--- config.mk ---
export PLATFORM = sky130hd
export DESIGN_NAME = aud_clk_chain
export DESIGN_NICKNAME = d
export VERILOG_FILES = /design/src/rtl/aud_clk_pkg.sv /design/src/rtl/aud_clk_div.sv /design/src/rtl/aud_word_gen.sv /design/src/rtl/aud_edge_sync.sv /design/src/rtl/aud_clk_chain.sv
export SDC_FILE = /design/constraint.sdc
export NUM_CORES = 1
export LEC_CHECK = 0
export ABC_AREA = 1
export CAP_MARGIN = 20
export CORE_MARGIN = 5
export CORE_UTILIZATION = 58
export DETAILED_ROUTE_END_ITERATION = 10
export GPL_TIMING_DRIVEN = 0
export PLACE_DENSITY = 0.88
export REMOVE_ABC_BUFFERS = 1
export SETUP_SLACK_MARGIN = 0.3
export SLEW_MARGIN = 20
export SYNTH_ARGS = -nofsm -noshare
export SYNTH_HDL_FRONTEND = slang
export SYNTH_SLANG_ARGS = --single-unit
export TNS_END_PERCENT = 1
--- constraint.sdc ---
create_clock -name clk_i -period 2.2 [get_ports clk_i]
set_clock_uncertainty 0.2 [all_clocks]
set_input_delay 0.44 -clock clk_i [delete_from_list [all_inputs] [get_ports clk_i]]
set_output_delay 0.44 -clock clk_i [all_outputs]
set_load 0.02 [all_outputs]
--- src/rtl/aud_clk_pkg.sv ---
package aud_clk_pkg;
  typedef enum logic {SRC_EXT = 1'b0, SRC_INT = 1'b1} clk_src_e;

  typedef struct packed {
    logic lvl;
    logic rise;
  } clk_t;
endpackage

--- src/rtl/aud_clk_div.sv ---
module aud_clk_div
  import aud_clk_pkg::*;
#(
  parameter int DIV_W = 10
) (
  input  logic             clk_i,
  input  logic             rst_ni,
  input  logic             en_i,
  input  logic [DIV_W-1:0] div_i,
  output clk_t             clk_o
);
  localparam int CW = DIV_W + 1;
  localparam logic [CW-1:0] MAX_DIV = CW'(1) << DIV_W;

  logic [CW-1:0] n_eff, half, cnt;
  logic          run;

  assign n_eff = (div_i == '0) ? MAX_DIV : {1'b0, div_i};
  assign half  = n_eff >> 1;

  always_ff @(posedge clk_i or negedge rst_ni) begin
    if (!rst_ni) begin
      run <= 1'b0;
      cnt <= '0;
    end else if (!en_i) begin
      run <= 1'b0;
      cnt <= '0;
    end else if (!run) begin
      run <= 1'b1;
      cnt <= '0;
    end else if (cnt >= n_eff - CW'(1)) begin
      cnt <= '0;
    end else begin
      cnt <= cnt + CW'(1);
    end
  end

  // odd divides: high phase is the shorter one
  assign clk_o.lvl  = run && (cnt < half);
  assign clk_o.rise = run && (cnt == '0);
endmodule

--- src/rtl/aud_word_gen.sv ---
module aud_word_gen
  import aud_clk_pkg::*;
#(
  parameter int DIV_W = 10
) (
  input  logic             clk_i,
  input  logic             rst_ni,
  input  logic             en_i,
  input  logic             bit_rise_i,
  input  logic             dual_i,
  input  logic [DIV_W-1:0] div_i,
  output clk_t             clk_o
);
  logic [DIV_W-1:0] e_raw, e_eff, bcnt;
  logic             wrun, ph, rise_q, wrap;

  // single phase shortens the frame by one bit clock
  assign e_raw = dual_i ? div_i : div_i - DIV_W'(1);
  assign e_eff = (e_raw == '0) ? DIV_W'(1) : e_raw;
  assign wrap  = bcnt >= e_eff - DIV_W'(1);

  always_ff @(posedge clk_i or negedge rst_ni) begin
    if (!rst_ni) begin
      wrun   <= 1'b0;
      bcnt   <= '0;
      ph     <= 1'b0;
      rise_q <= 1'b0;
    end else if (!en_i) begin
      wrun   <= 1'b0;
      bcnt   <= '0;
      ph     <= 1'b0;
      rise_q <= 1'b0;
    end else if (bit_rise_i) begin
      rise_q <= !wrun || (wrap && (!dual_i || !ph));
      if (!wrun) begin
        wrun <= 1'b1;
        bcnt <= '0;
        ph   <= 1'b1;
      end else if (wrap) begin
        bcnt <= '0;
        ph   <= dual_i ? !ph : 1'b1;
      end else begin
        bcnt <= bcnt + DIV_W'(1);
        ph   <= dual_i ? ph : 1'b0;
      end
    end else begin
      rise_q <= 1'b0;
    end
  end

  assign clk_o.lvl  = wrun && ph;
  assign clk_o.rise = rise_q;
endmodule

--- src/rtl/aud_edge_sync.sv ---
module aud_edge_sync #(
  parameter int LANES  = 2,
  parameter int STAGES = 2
) (
  input  logic             clk_i,
  input  logic             rst_ni,
  input  logic [LANES-1:0] d_i,
  output logic [LANES-1:0] lvl_o,
  output logic [LANES-1:0] rise_o
);
  localparam int DEPTH = STAGES + 1;

  for (genvar g = 0; g < LANES; g++) begin : g_lane
    logic [DEPTH-1:0] sr;
    always_ff @(posedge clk_i or negedge rst_ni) begin
      if (!rst_ni) sr <= '0;
      else         sr <= {sr[DEPTH-2:0], d_i[g]};
    end
    assign lvl_o[g]  = sr[STAGES-1];
    assign rise_o[g] = sr[STAGES-1] && !sr[STAGES];
  end
endmodule

--- src/rtl/aud_clk_chain.sv ---
module aud_clk_chain
  import aud_clk_pkg::*;
#(
  parameter int DIV_W       = 10,
  parameter int SYNC_STAGES = 2
) (
  input  logic             clk_i,
  input  logic             rst_ni,
  input  logic             ctrl_mode_i,
  input  logic             mclk_en_i,
  input  logic             bw_en_i,
  input  logic             dual_phase_i,
  input  logic             wclk_inv_i,
  input  logic [DIV_W-1:0] mclk_div_i,
  input  logic [DIV_W-1:0] bclk_div_i,
  input  logic [DIV_W-1:0] wclk_div_i,
  input  logic             ext_bclk_i,
  input  logic             ext_wclk_i,
  output logic             mclk_o,
  output logic             mclk_rise_o,
  output logic             bclk_o,
  output logic             bclk_rise_o,
  output logic             wclk_o,
  output logic             wclk_rise_o
);
  clk_src_e src;
  clk_t     mclk_int, bclk_int, wclk_int, bclk_sel, wclk_sel;
  logic     int_bw_en;
  logic [1:0] ext_lvl, ext_rise;

  assign src       = clk_src_e'(ctrl_mode_i);
  assign int_bw_en = bw_en_i && (src == SRC_INT);

  aud_clk_div #(.DIV_W(DIV_W)) u_mclk_div (
    .clk_i (clk_i),
    .rst_ni(rst_ni),
    .en_i  (mclk_en_i && (src == SRC_INT)),
    .div_i (mclk_div_i),
    .clk_o (mclk_int)
  );

  aud_clk_div #(.DIV_W(DIV_W)) u_bclk_div (
    .clk_i (clk_i),
    .rst_ni(rst_ni),
    .en_i  (int_bw_en),
    .div_i (bclk_div_i),
    .clk_o (bclk_int)
  );

  aud_word_gen #(.DIV_W(DIV_W)) u_word_gen (
    .clk_i     (clk_i),
    .rst_ni    (rst_ni),
    .en_i      (int_bw_en),
    .bit_rise_i(bclk_int.rise),
    .dual_i    (dual_phase_i),
    .div_i     (wclk_div_i),
    .clk_o     (wclk_int)
  );

  aud_edge_sync #(.LANES(2), .STAGES(SYNC_STAGES)) u_ext_sync (
    .clk_i (clk_i),
    .rst_ni(rst_ni),
    .d_i   ({ext_wclk_i, ext_bclk_i}),
    .lvl_o (ext_lvl),
    .rise_o(ext_rise)
  );

  always_comb begin
    if (src == SRC_INT) begin
      bclk_sel = bclk_int;
      wclk_sel = wclk_int;
    end else begin
      bclk_sel = '{lvl: ext_lvl[0], rise: ext_rise[0]};
      wclk_sel = '{lvl: ext_lvl[1], rise: ext_rise[1]};
    end
  end

  assign mclk_o      = mclk_int.lvl;
  assign mclk_rise_o = mclk_int.rise;
  assign bclk_o      = bw_en_i && bclk_sel.lvl;
  assign bclk_rise_o = bw_en_i && bclk_sel.rise;
  assign wclk_o      = bw_en_i && (wclk_sel.lvl ^ wclk_inv_i);
  assign wclk_rise_o = bw_en_i && wclk_sel.rise;
endmodule

Word-level counts from Yosys, hierarchy flattened
Cells that the tools add are included.
{"block": "classes", "n_bitwise": 1, "magnitude_cmp": 5, "n_mux": 28, "n_eq_ne": 2, "n_addsub": 7, "n_reduce_logical": 27}
{"cell": "11-bit two-way mux", "n": 8}
{"cell": "10-bit two-way mux", "n": 6}
{"cell": "10-bit zero test", "n": 3}
{"cell": "11-bit by 1-bit adder with 11-bit output (second input constant)", "n": 2}
{"cell": "11-bit >= comparator", "n": 2}
{"cell": "11-bit zero test", "n": 2}
{"cell": "11-bit by 10-bit < comparator with 1-bit output", "n": 2}
{"cell": "11-bit by 1-bit subtractor with 11-bit output (second input constant)", "n": 2}
{"cell": "10-bit by 1-bit subtractor with 10-bit output (second input constant)", "n": 2}
{"cell": "1-bit logical AND", "n": 14}
{"cell": "1-bit two-way mux", "n": 12}
{"cell": "10-bit by 1-bit adder with 10-bit output (second input constant)", "n": 1}
{"cell": "10-bit >= comparator", "n": 1}
{"cell": "1-bit zero test", "n": 5}
{"cell": "2-bit two-way mux", "n": 2}
{"cell": "4-bit inequality test (second input constant)", "n": 1}
{"cell": "1-bit logical OR", "n": 2}
{"cell": "2-bit by 1-bit inequality test with 1-bit output (second input constant)", "n": 1}
{"cell": "2-bit AND reduction", "n": 1}
{"cell": "1-bit XOR", "n": 1}
{"block": "word_totals", "regBits": 43, "elab_cells": 80}

Longest topological paths before layout
Gate-level depths: netlist of the first run.
{"block": "logic_depth", "word_depth": 10, "depth_mapped": 27}

By module
Synthesis of the first run repeated with hierarchy kept, for this count alone.
{"block": "unflattened", "cells_unflattened": 667, "area_unflattened_um2": 4640.7}
{"mod": "aud_word_gen", "instances": 1, "area_per_inst_um2": 1529.0, "seq_area_each_um2": 325.3, "cells_per_inst": 236}
{"mod": "aud_clk_div (u_bclk_div)", "instances": 1, "area_per_inst_um2": 1420.1, "seq_area_each_um2": 300.3, "cells_per_inst": 201}
{"mod": "aud_clk_div (u_mclk_div)", "instances": 1, "area_per_inst_um2": 1397.6, "seq_area_each_um2": 300.3, "cells_per_inst": 197}
{"mod": "aud_edge_sync", "instances": 1, "area_per_inst_um2": 185.2, "seq_area_each_um2": 150.1, "cells_per_inst": 12}
{"mod": "aud_clk_chain", "instances": 1, "area_per_inst_um2": 108.9, "seq_area_each_um2": 0.0, "cells_per_inst": 21}

Worst setup path after synthesis of the first run
OpenSTA, ideal clock, no wires.
{"block": "synth_timing", "kind": "input port to flip-flop", "start": "in wclk_div_i[1]", "end": "reg u_word_gen.bcnt[0]", "n_path_buf": 0, "setup_slack_ns": -1.398, "setup_time_ns": 0.077, "cell_stages": 25, "required_ns": 1.923, "t_arrival_ns": 3.321, "path_cell_list": "inv_1 > ha_1 > nand2_2 > inv_2 > nand2_2 > xor2_1 > inv_2 > nand3b_2 > nor2_4 > a21oi_1 > ha_1 > nand2_1 > nor2_2 > nand2_1 > nor2_2 > nand2_1 > xnor2_1 > ha_1 > nand2_1 > nor2_1 > o211ai_1 > nand4_1 > nor2_1 > nand2_1 > a21oi_1"}
{"block": "synth_via", "elab_chain_cells": 10}
{"element": "start: declaration", "line_no": "aud_clk_chain.sv:16", "text": "input logic [DIV_W-1:0] wclk_div_i,"}
{"element": "10-bit by 1-bit subtractor with 10-bit output", "line_no": "aud_word_gen.sv:18", "text": "assign e_raw = dual_i ? div_i : div_i - DIV_W'(1);"}
{"element": "10-bit two-way mux (*)", "line_no": "aud_word_gen.sv:18"}
{"element": "10-bit zero test", "line_no": "aud_word_gen.sv:19", "text": "assign e_eff = (e_raw == '0) ? DIV_W'(1) : e_raw;"}
{"element": "10-bit two-way mux (*)", "line_no": "aud_word_gen.sv:19"}
{"element": "10-bit by 1-bit subtractor with 10-bit output (*)", "line_no": "aud_word_gen.sv:20", "text": "assign wrap = bcnt >= e_eff - DIV_W'(1);"}
{"element": "10-bit >= comparator (*)", "line_no": "aud_word_gen.sv:20"}
{"element": "10-bit two-way mux (*)", "line_no": "aud_word_gen.sv:39", "text": "end else if (wrap) begin"}
{"element": "10-bit two-way mux (*)", "line_no": "aud_word_gen.sv:35", "text": "if (!wrun) begin"}
{"element": "10-bit two-way mux (*)", "line_no": "aud_word_gen.sv:33", "text": "end else if (bit_rise_i) begin"}
{"element": "10-bit two-way mux (*)", "line_no": "aud_word_gen.sv:28", "text": "end else if (!en_i) begin"}
{"element": "end signal: assignment", "line_no": "aud_word_gen.sv:43", "text": "bcnt <= bcnt + DIV_W'(1);"}
{"element": "end: declaration", "line_no": "aud_word_gen.sv:14", "text": "logic [DIV_W-1:0] e_raw, e_eff, bcnt;"}
Every way passes the cells marked *; elsewhere a longest branch is shown, timed or not. The select of a mux whose other input is x is not followed.
A chain may end at the register's enable or synchronous reset.

Worst setup path in the final report of the first run
{"block": "layout_timing", "start": "in wclk_div_i[7]", "end": "reg u_word_gen.bcnt[2]"}
The elaborated chain is that of the path after synthesis.

==> results of run 1 <==
power groups by stage:
stage / Clock [uW] / Sequential [uW] / Combinational [uW]
after floorplan: 0 / 826 / 234
after global placement: 0 / 829 / 387
after detailed placement: 0 / 830 / 408
after CTS: 554 / 814 / 470
after global routing: 590 / 817 / 559
final: 547 / 815 / 512
layer usage:
layer,track usage (%),vias to the layer above,part of all wire (%)
met1,31.3,2051,42
met5,0,-,0
met3,4.30,30,5.5
met2,45.7,170,50
li1,-,2026,-
met4,8.65,0,2.6
cells in the final DEF, fill, tap and decap left out, types with 5 or more instances in the layout:
cell type        count
inv_1               63
o21ai_0             17
nand3_2              6
dlygate4sd2_1        6
nand2_4              5
buf_4               26
inv_2                5
nand2_2              9
dfrtp_1             41
nor3_1              29
clkdlybuf4s50_1     21
ha_1                58
xnor2_1              9
a21oi_1             31
nand3_1             30
nor2_4              12
nor2_2               9
clkbuf_8             7
nor2_1              41
nand2_1             85
xor2_1              31
nand4_1             13
a21oi_2              5
buf_2                6
path summary, 6_finish.rpt:
| check | start | end | slack (ns) | cells past startpoint |
|---|---|---|---|---|
| min | u_ext_sync.g_lane[1].sr[0] | u_ext_sync.g_lane[1].sr[1] | 0.16 | 0 |
| min in group asynchronous | rst_ni | u_word_gen.rise_q | 0.35 | 2 |
| max reg2reg | u_word_gen.bcnt[5] | u_word_gen.bcnt[2] | -0.03 | 9 |
| max | wclk_div_i[7] | u_word_gen.bcnt[2] | -1.53 | 24 |
| min reg2reg | u_ext_sync.g_lane[1].sr[0] | u_ext_sync.g_lane[1].sr[1] | 0.16 | 0 |
| max in group asynchronous | rst_ni | u_mclk_div.cnt[7] | 0.99 | 3 |
sequential cells by signal, indices dropped and copies added (netlist names):
register and count:
u_mclk_div.cnt 11, u_bclk_div.run 1, u_ext_sync.g_lane.sr 6, u_word_gen.wrun 1
u_bclk_div.cnt 11, u_word_gen.ph 1, u_word_gen.bcnt 10, u_mclk_div.run 1
u_word_gen.rise_q 1
critical path, stage by stage:
cell           delay, ns
dlygate4sd2_1       0.27
inv_1               0.14
nand3_4             0.10
nor2_4              0.14
xnor2_2             0.10
nand2_2             0.12
nor2_4              0.05
a21oi_2             0.16
ha_2                0.24
nand2_4             0.08
nor2_4              0.12
nand2_4             0.08
nor2_4              0.13
nand2_2             0.07
xnor2_2             0.13
ha_1                0.30
nand2_2             0.09
nor2_2              0.05
o211ai_1            0.08
nand4_1             0.24
nor2_4              0.28
buf_6               0.15
nand3_2             0.06
a21oi_2             0.12
final cells by class:
cell class                 count  area [um2]
clock buffer                   7        96.3
fill                         429        1490
clock inverter                 1        7.51
multi-input combinational    436        3140
inverter                      75         299
tap                           96         120
timing repair buffer          71         634
sequential                    43        1080
logic make-up after synthesis:
family,Yosys count
adder cells (fa/ha/maj),61
XOR/XNOR,45
buffers and inverters,78
AND/OR/NAND/NOR,256
flip-flops,43
AO/OA/AOI/OAI,74
per-stage QoR:
stage	hold slack [ns]	setup slack (ns)	TNS (ns)	total power [uW]
floorplan	-0.0556	-1.40	-41.44	1060
global placement	0.138	-2.42	-107.67	1220
detailed placement	0.131	-2.52	-66.75	1240
CTS	0.158	-1.25	-37.65	1840
global route	0.160	-1.65	-46.66	1970
finish	0.156	-1.53	-40.84	1870
timing repair:
item,in CTS,in global routing
endpoints found under the setup margin,40,40
hold endpoints to repair,10,0
setup buffers,25,0
hold buffers,1,0
pin swaps,38,17
resized for setup,127,34
==> results summary, run 1 <==
The total global routing track utilization came out at approximately a quarter. The count of non-filler cells in the finished layout came out at 729. Ranked by instance count, the synthesized netlist is headed by nand2_1 (96), inv_1 (67), ha_1 (61), nor2_1 (54), dfrtp_1 (43). The power share of the sequential group is 43.5%. The top-level I/O count is between 40 and 50. Max-cap violations in this run came to 0. The mean number of vias per cell is between 5 and 6. The fraction of the mapped netlist area in adder cells is between 15 and 20%.

The largest fanout of any net on the critical path is 6. The most used flip-flop cell after synthesis is dfrtp_1. Power spread over the standard cell area amounts to about 350 mW/mm2. The initial DRC count is between 200 and 250. The number of pins exceeding their max-slew limit in the final report came out at 0. At the end of the flow, the number of nets in the layout was 732. The biggest area contributor in the post-synthesis netlist is dfrtp_1. For the pin with the worst max-slew slack, the measured transition is between 0.5 and 0.6 ns. The number of instances in the synthesized netlist is between 500 and 600.

The min-delay analysis places its worst path in the category flip-flop to flip-flop. After synthesis, the largest family of logic cells by area is simple AND/OR/NAND/NOR gates. The fraction of power spent switching nets came out at 30.4%. The mean instance size in the synthesized netlist came out at approximately 7.5 um2.

The die area is around 0.0090 mm2. The residual overflow from global routing is 0. The portion of netlist area occupied by mux cells is 0%. The detailed router placed approximately 4300 vias in this run.

The relative area change from synthesis to final layout came out at 29.4%. Summed over all nets, the switching power comes to ~570 uW. The clock-pin transition on the worst setup and hold timing paths came out at 0.08 ns. The routed wirelength normalized by instance count is around 16 um. The proportion of register bits with asynchronous set or reset after synthesis is 100%. The repair_antennas step left the layout with diodes totalling 0. The number of hold-slack violations in the final timing report was 0. The internal portion of the total power is between 1000 and 1500 uW.

The flow ran to the end, but the final reports show violations. Sorting the synthesized cells by area gives the leading types as dfrtp_1 (26%), ha_1 (18%), nand2_1 (8.7%). nand2_1 is the most common cell in the netlist. The number of sinks handled by clock tree synthesis is 43. After synthesis, the netlist uses 39 different library cells.

The total placed instance area is approximately 0.0047 mm2. The clock period minus worst slack came out at 3.73 ns. The post-route cell area is approximately 0.0054 mm2. The part of the total power dissipated in the clock network came out at 29.2%. The clock latency reported for the late side of the worst-skew pair came out at 0.29 ns.

Once the floorplan was initialized, standard cells occupied roughly 61% of the core. The worst-case IR drop observed on VDD is 0.000420 V. At the worst endpoint, the arrival time is between 3 and 4 ns. Setup repair after global routing could not meet its margin everywhere.

The routed design has 11.7 mm of wire. The post-synthesis share of cell area spent on xor and xnor gates is about 10%. The core region is 0.00687 mm2. The worst setup slack after layout is -1.53 ns.

The final routed DRC violation total is 0. The first-pass GRT wire length is ~18 mm. The y dimension of the die is ~95 um. After detailed placement, the design holds a cell count of 695. The final core area utilization is between 70% and 80%. The first TritonRoute pass finished after 7 iterations. The maximum clock path buffer count is 2. The post-synth design cell area is 0.00416 mm2. The final setup violation count came out at 38.

Summed over all nets, the half-perimeter wirelength after detailed placement is 7.88 mm. The initial antenna violation count is 0. The maximum number of pins on one net before global-route repair came out at 34. The final reports fail on setup timing.

The endpoint required time on the critical path came out at about 2.2 ns. The global placer's final weighted congestion came out at 0.890. The category of the most critical setup path is input pin to flip-flop.

The worst relative slew slack came out at between 60% and 70%. The number of port buffers is 44. The simple-gate share of the synthesized area is 28.8%. The clock tree root driver cell is clkbuf_8. The capturing element type of the critical path is a flip-flop. The share of the Yosys chip area taken by registers is approximately a quarter. The compound-cell area share of the yosys netlist is 9.96%. The proportion of netlist area held by the largest area contributor came out at between 20% and 30%. The count of yosys warnings during synthesis came out at 0. The number of standard-cell rows in the floorplan is 30. Combinational logic is responsible for 27.3% of the overall power. The TritonCTS buffer count is 5.

The number of flip-flops and latches in the synthesized netlist came out at 43. The maximum operating frequency is 0.268 GHz. The remaining antenna violation count after routing came out at 0. The via count of the first global-routing pass is 4109. The type of origin of the critical path is an input pin.

The leakage power of the design came out at between 0.002 and 0.003 uW. The post-route fraction of the period consumed by the critical path came out at 170%. TritonCTS built the clock tree. The number of enable-type register cells in the synthesized netlist came out at 0.

The proportion of layout cells with a drive suffix above 1 is between 20% and 30%. The CTS H-tree depth came out at 2. The width of the chip came out at around 95 um.
No activity file was read; power rests on OpenSTA's default activity.
==> run 2: changes to the inputs <==
--- a/config.mk
+++ b/config.mk
@@ -11,9 +11,8 @@
 export CORE_UTILIZATION = 58
 export DETAILED_ROUTE_END_ITERATION = 10
 export GPL_TIMING_DRIVEN = 0
-export PLACE_DENSITY = 0.88
+export PLACE_DENSITY = 0.82
 export REMOVE_ABC_BUFFERS = 1
-export SETUP_SLACK_MARGIN = 0.3
 export SLEW_MARGIN = 20
 export SYNTH_ARGS = -nofsm -noshare
 export SYNTH_HDL_FRONTEND = slang
==> run 2 against run 1 <==
Net effect:
- the run still ends with setup timing left
- wire length is 2.5% lower
- sequential share of layout area is 0.13 points higher
- non-clock buffer count is 8 higher
- power hardly changed
==> results summary, run 2 (synthesized netlist as in run 1, its figures left out) <==
The number of hold-slack violations in the final timing report is 0 (unchanged). The largest registers in the layout are u_bclk_div.cnt (11), u_mclk_div.cnt (11), u_word_gen.bcnt (10). The y dimension of the die came out at 94.7 um (unchanged). The sum of net half-perimeters after detailed placement was 7.80 mm (-1.1%).

The wire length reported by the detailed router came to 11.4 mm (-2.5%). The maximum clock path buffer count is 2 (unchanged). The routed length on met1 came out at 4.73 mm (-2.8%). The capturing element type of the critical path is a flip-flop.

The top layer used by detailed routing is met4. The leakage power of the design is 0.00257 uW (-0.13%). The flow ran to the end, but the final reports show violations. The accumulated negative setup slack is -38.41 ns (+2.42 ns). The largest fanout of any net on the critical path came out at 6 (unchanged). The maximum operating frequency came out at 0.283 GHz (+5.6%). The clock period minus worst slack is 3.53 ns (-0.198 ns). The total power per unit cell area came out at 350 mW/mm2 (+0.59%).

The number of port buffers was 44 (unchanged). The CTS tree is yes. The reg-to-reg setup timing slack came out at 0.06 ns (+0.09 ns). The width of the chip is 94.7 um (unchanged). The core box area came to 0.00687 mm2 (unchanged). Setup repair after global routing could not meet its margin everywhere.

The CTS H-tree depth is 2 (unchanged). The library cells used most frequently in the layout, excluding fill and tap cells, are nand2_1 (85), inv_1 (63), ha_1 (58). The routed length on met2 came to 5.75 mm (-2.7%). The wire length on met3 is 465 um (-27%). The number of nets in the layout came out at 740 (+1.1%). The maximum number of pins on one net before global-route repair came out at 31 (-8.8%). The number of pins exceeding their max-slew limit in the final report came out at 0 (unchanged). The clock latency reported for the late side of the worst-skew pair is 0.31 ns (+0.02 ns). The data arrival time of the worst path is 3.58 ns (-0.17 ns).

The initial antenna violation count was 0 (unchanged). The proportion of layout cells with a drive suffix above 1 came out at 20.7% (-0.58 points). The relative area change from synthesis to final layout came out at 28.5%. The count of filler cells inserted in the layout came to 487 (+14%).

The endpoint of the worst hold-timing path is u_ext_sync.g_lane[0].sr[1]. The final setup violation count came to 38 (unchanged). The worst hold-check path type is flip-flop to flip-flop.

The depth of the worst hold-timing path came out at 0 (unchanged). The total number of vias came out at 4222 (-1.3%). The startpoint of the worst register-to-register path is u_mclk_div.cnt[10]. The endpoint of the worst-slack reg-to-reg timing path is u_mclk_div.cnt[10]. The final hold slack is 0.168 ns (+0.0118 ns). CTS placed an instance of clkbuf_8 at the clock tree root. The number of sinks handled by clock tree synthesis was 43 (unchanged). The final routed DRC violation total is 0 (unchanged). The max-cap violation count is 0 (unchanged). The mean number of vias per cell is 5.73 (-2.4%). The worst setup slack after layout came out at -1.33 ns (+0.198 ns). The checks that failed: setup timing. The largest vdd supply drop is 0.000446 V (+6.1%).

The top-level I/O count was 45 (unchanged). The remaining antenna violation count after routing is 0 (unchanged). The global placer's final weighted congestion is 0.861 (-3.2%). The via count of the first global-routing pass was 3999 (-2.7%). The residual overflow from global routing is 0 (unchanged).

The clock-pin transition on the worst setup and hold timing paths was 0.10 ns (+0.02 ns). The number of search-and-repair iterations in the first detailed-routing pass is 4 (-3). The worst relative slew slack came out at 59.9% (-0.84 points). The actual transition at the worst max-transition pin was 0.600 ns (+0.0125 ns).

The first-pass GRT wire length is 17.6 mm (-5.0%). The die area came out at 0.00896 mm2 (unchanged). The effective utilization at floorplan was 60.5% (unchanged).

The endpoint required time on the critical path is 2.24 ns (+0.02 ns). The worst-case reg-to-reg path depth was 6 (-3). Leaving out fill and tap cells, the most frequent cell in the layout is nand2_1.

The TritonCTS buffer count came out at 5 (unchanged). The critical path is of the input pin to flip-flop type. The number of standard-cell rows in the floorplan is 30 (unchanged). The initial DRC count came out at 200 (-17%). The startpoint identified for the worst hold timing path is u_ext_sync.g_lane[0].sr[0]. The post-route fraction of the period consumed by the critical path is 161% (-9.0 points). The routed wirelength normalized by instance count came to 15.5 um (-3.5%). The total global routing track utilization is 24.4% (-1.3 points). The count of antenna diodes in the layout came out at 0 (unchanged). STA classifies the critical path startpoint as an input pin.
run 2: cell types whose count changed in the layout (fill, tap and decap cells not counted), moves of 3 or more:
cell and delta:
buf_4 +7, o22ai_1 +4, o22ai_2 -4, inv_6 +3
dlygate4sd2_1 +3
run 2: final cells by class:
cell class              count  area (um2)  share of cell area, %
repair buffers             79         674                   12.6
well taps                  96         120                   2.25
multi-input cells         436        3070                   57.5
clock inverters             3        26.3                  0.491
clock buffers               5        68.8                   1.29
flip-flops and latches     43        1080                   20.2
inverters                  75         304                   5.69
run 2: critical path, stage by stage:
cell and delay (ns):
clkbuf_4 0.19, inv_6 0.06, buf_4 0.14, o21ai_2 0.15, nand2b_1 0.12, nor2_2 0.17, nand3b_4 0.11, nor2_4 0.14
a21oi_2 0.07, ha_2 0.21, nand2_4 0.08, nor2_4 0.04, buf_4 0.12, a31oi_1 0.19, nor2_1 0.08, ha_1 0.28
nand2_1 0.12, nor2_2 0.06, o211ai_1 0.09, nand4_1 0.20, nor2_4 0.21, nand2_2 0.14, a21oi_1 0.17
run 2: power by group:
group,switching (uW),total [uW],internal [uW]
combinational,300,520,220
sequential,11.3,815,804
clock,304,538,234
total,615,1870,1260
run 2: worst max-delay path by stage:
stage,startpoint,endpoint,cells after the start,slack (ns)
floorplan,wclk_div_i[1],u_word_gen.bcnt[0],25,-1.40
global placement,wclk_div_i[1],u_word_gen.bcnt[7],26,-2.45
detailed placement,wclk_div_i[1],u_word_gen.bcnt[7],26,-2.48
CTS,wclk_div_i[1],u_word_gen.ph,27,-1.24
global route,dual_phase_i,u_word_gen.ph,25,-1.52
finish,dual_phase_i,u_word_gen.bcnt[0],23,-1.33
run 2: routing by layer:
| metal | vias to the layer above | track usage (%) |
|---|---|---|
| li1 | 2046 | - |
| met1 | 1996 | 29.7 |
| met2 | 134 | 43.3 |
| met3 | 46 | 3.43 |
| met4 | 0 | 9.86 |
| met5 | - | 0 |
run 2: metrics by stage:
step                      power [uW]  setup WS, ns  cell area (um2)  cells  utilization [%]
after floorplan                 1060         -1.40             4150    554                -
after global placement          1220         -2.45             4710    694             68.5
after detailed placement        1240         -2.48             4740    695             69.0
after CTS                       1830         -1.24             5210    730             75.9
after global routing            1960         -1.52             5350    737             77.8
final                           1870         -1.33             5350    737             77.8
run 2: timing repair:
action,in CTS,in global routing
setup buffers,26,7
endpoints found under the hold margin,13,0
pin swaps,30,21
setup endpoints to repair,40,40
hold buffers,1,0
gates resized for setup,117,27
==> run 3: changes to the inputs <==
--- a/config.mk
+++ b/config.mk
@@ -8,10 +8,9 @@
 export ABC_AREA = 1
 export CAP_MARGIN = 20
 export CORE_MARGIN = 5
-export CORE_UTILIZATION = 58
+export CORE_UTILIZATION = 50
 export DETAILED_ROUTE_END_ITERATION = 10
-export GPL_TIMING_DRIVEN = 0
-export PLACE_DENSITY = 0.82
+export PLACE_DENSITY = 0.72
 export REMOVE_ABC_BUFFERS = 1
 export SLEW_MARGIN = 20
 export SYNTH_ARGS = -nofsm -noshare
==> constraint.sdc (replaced) <==
create_clock -name clk_i -period 4 [get_ports clk_i]
set_clock_uncertainty 0.2 [all_clocks]
set_input_delay 0.8 -clock clk_i [delete_from_list [all_inputs] [get_ports clk_i]]
set_output_delay 0.8 -clock clk_i [all_outputs]
set_load 0.02 [all_outputs]
==> run 3 against run 2 <==
Net effect:
- largest power group unchanged
- highest routed layer unchanged
- register-to-register slack better by 1.8 ns
- critical path type unchanged
- flip-flop and latch count unchanged
- the run now ends clean
- power shrank 41%
- utilization fell by 10 points
==> results summary, run 3 (synthesized netlist as in run 1, its figures left out) <==
On the critical path, the stage with the largest delay is an instance of ha_1. The library cells used most frequently in the layout, excluding fill and tap cells, are nand2_1 (85), inv_1 (63), buf_4 (62). The maximum number of pins on one net before global-route repair came to 44 (+42%). The number of port buffers came out at 44 (unchanged). The reg-to-reg setup timing slack is 1.82 ns (+1.76 ns). The clock-pin transition on the worst setup and hold timing paths came out at 0.09 ns (about the same). The proportion of layout cells with a drive suffix above 1 is 21.0% (+0.30 points). The top-level I/O count is 45 (unchanged). The final hold slack is 0.155 ns (-0.0129 ns). The initial DRC count came out at 189 (-5.5%). The total power per unit cell area was 198 mW/mm2 (-43%). The residual overflow from global routing is 0 (unchanged). The delay contributed by the slowest stage of the critical path came out at 0.33 ns (+0.05 ns). The number of sinks handled by clock tree synthesis is 43 (unchanged). The worst relative slew slack is 35.9% (-24 points).

The number of standard-cell rows in the floorplan is 33 (+10%). The core box area came out at 0.00818 mm2 (+19%). The leakage power of the design is 0.00268 uW (+4.2%). The worst slack at placement is -0.713 ns (+1.76 ns). The count of antenna diodes in the layout came out at 0 (unchanged). The worst setup path is captured at a flip-flop.

The mean number of vias per cell is 5.34 (-6.7%). The TritonCTS buffer count is 5 (unchanged). The relative area change from synthesis to final layout came out at 32.8%. The maximum clock path buffer count is 2 (unchanged). The flow ran to the end, and the final reports show no timing, DRC or antenna violations. The quantity of hold-fixing buffers added after cts is 0 (-1). The initial antenna violation count is 0 (unchanged).

The y dimension of the die came out at 101 um (+6.9%). The final setup violation count came to 0 (-100%). The worst setup path is launched from an input pin. The max-cap violation count was 0 (unchanged). The data arrival time of the worst path is 4.04 ns (+0.46 ns). The routed wirelength normalized by instance count came out at 14.0 um (-10%). In the final layout, the registers with the most flip-flops are u_bclk_div.cnt (11), u_mclk_div.cnt (11), u_word_gen.bcnt (10).

The total number of vias came to 4142 (-1.9%). The number of pins exceeding their max-slew limit in the final report is 0 (unchanged). Among the stages of the critical path, the cell type that occurs most often is nand2_2. The total power draw came out at 1100 uW (-41%). The CTS tree is yes. The die area is 0.0102 mm2 (+14%). Dividing the final minimum period by the clock period gives about 100%. The effective utilization at floorplan is 50.9% (-9.7 points).

The final routed DRC violation total came out at 0 (unchanged). The wire length reported by the detailed router is 10.8 mm (-5.4%). The CTS H-tree depth came out at 2 (unchanged). The remaining antenna violation count after routing came to 0 (unchanged).

The maximum operating frequency came out at 0.251 GHz. The sum of net half-perimeters after detailed placement was 8.45 mm (+8.4%). The number of hold-slack violations in the final timing report came out at 0 (unchanged). The actual transition at the worst max-transition pin came out at 0.961 ns (+0.361 ns). The library cell used most frequently in the layout, excluding fill and tap cells, is nand2_1.

The worst hold-check path type is flip-flop to flip-flop. The critical path is of the input pin to flip-flop type. The first-pass GRT wire length is 18.2 mm (+3.5%). The worst hold path begins at u_ext_sync.g_lane[0].sr[0].

The number of search-and-repair iterations in the first detailed-routing pass came to 4 (unchanged). The startpoint identified for the worst register-to-register timing path is u_bclk_div.cnt[0]. The worst setup slack after layout came to 0.00994 ns (+1.34 ns).

The clock period minus worst slack is around 4.0 ns. Setup repair after global routing could not meet its margin everywhere. The endpoint required time on the critical path is 4.05 ns (+1.81 ns). The largest fanout of any net on the critical path was 7 (+1). The clock tree root driver cell is clkbuf_8.

The largest vdd supply drop came out at 0.000180 V (-60%). The clock latency reported for the late side of the worst-skew pair came out at 0.31 ns (about the same). The via count of the first global-routing pass came to 4115 (+2.9%). The number of nets in the layout was 769 (+3.9%). The global placer's final weighted congestion came to 0.979 (+14%). The total global routing track utilization is 21.6% (-2.8 points). The launching element of the worst setup path is wclk_div_i[1]. The width of the chip is 101 um (+6.9%).
[run 3: cell types whose count changed in the layout (fill, tap and decap cells not counted), sizes merged]
cell and change:
clkdlybuf4s15 -1, bufinv +1, clkdlybuf4s50 +11, clkinvlp +1, inv -1, buf +21, dlygate4sd2 -8, dlygate4sd3 -1
dlymetal6s2s +7, clkinv -1
[run 3: per-layer routing]
layer	up-vias	routed length, um	global-route usage [%]
li1	2099	-	-
met1	1945	4750	28.0
met2	79	5520	37.2
met3	19	373	3.10
met4	0	184	6.85
met5	-	0	0
[run 3: timing repair]
| item | 4_1_cts | 5_1_grt |
|---|---|---|
| cloned | 0 | 0 |
| buffers inserted | 1 | 5 |
| pin swaps | 4 | 23 |
| resized for setup | 15 | 52 |
| setup endpoints to repair | 14 | 13 |
[run 3: through the flow]
step / setup TNS [ns] / instances / instance area [um2] / utilization (%)
3_3_place_gp: -5.40 / 761 / 5150 / 63.0
5_1_grt: -1.25 / 775 / 5520 / 67.6
4_1_cts: -1.91 / 770 / 5330 / 65.2
2_1_floorplan: 0 / 554 / 4150 / -
3_5_place_dp: -7.96 / 761 / 5150 / 63.0
6_report: 0 / 775 / 5520 / 67.6
[run 3: power breakdown]
part / switching [uW] / leakage [uW] / total [uW] / internal (uW)
Sequential: 5.87 / 0.000583 / 448 / 442
Clock: 173 / 0.0000548 / 362 / 188
Combinational: 150 / 0.00204 / 286 / 136
Total: 329 / 0.00268 / 1100 / 767
[run 3: worst paths after layout]
check                                             end  depth (start not counted)
setup / recovery                        u_word_gen.ph                         29
hold / removal             u_ext_sync.g_lane[0].sr[1]                          0
setup reg to reg                        u_word_gen.ph                          9
hold reg to reg            u_ext_sync.g_lane[0].sr[1]                          0
max in group asynchronous           u_bclk_div.cnt[4]                          1
min in group asynchronous          u_word_gen.bcnt[7]                          1
[run 3: critical path: cells and delay by family]
family	cells	cell delay, ns
adder cells (fa/ha/maj)	3	0.68
buffers and inverters	5	0.50
XOR/XNOR	2	0.32
AO/OA/AOI/OAI	2	0.25
AND/OR/NAND/NOR	17	1.47
[run 3: area by class of cell]
type | count | area [um2]
Clock inverter | 3 | 46.3
Tap cell | 105 | 131
Clock buffer | 5 | 68.8
Fill cell | 697 | 2650
Inverter | 75 | 284
Multi-Input combinational cell | 436 | 2990
Timing Repair Buffer | 108 | 931
Sequential cell | 43 | 1080
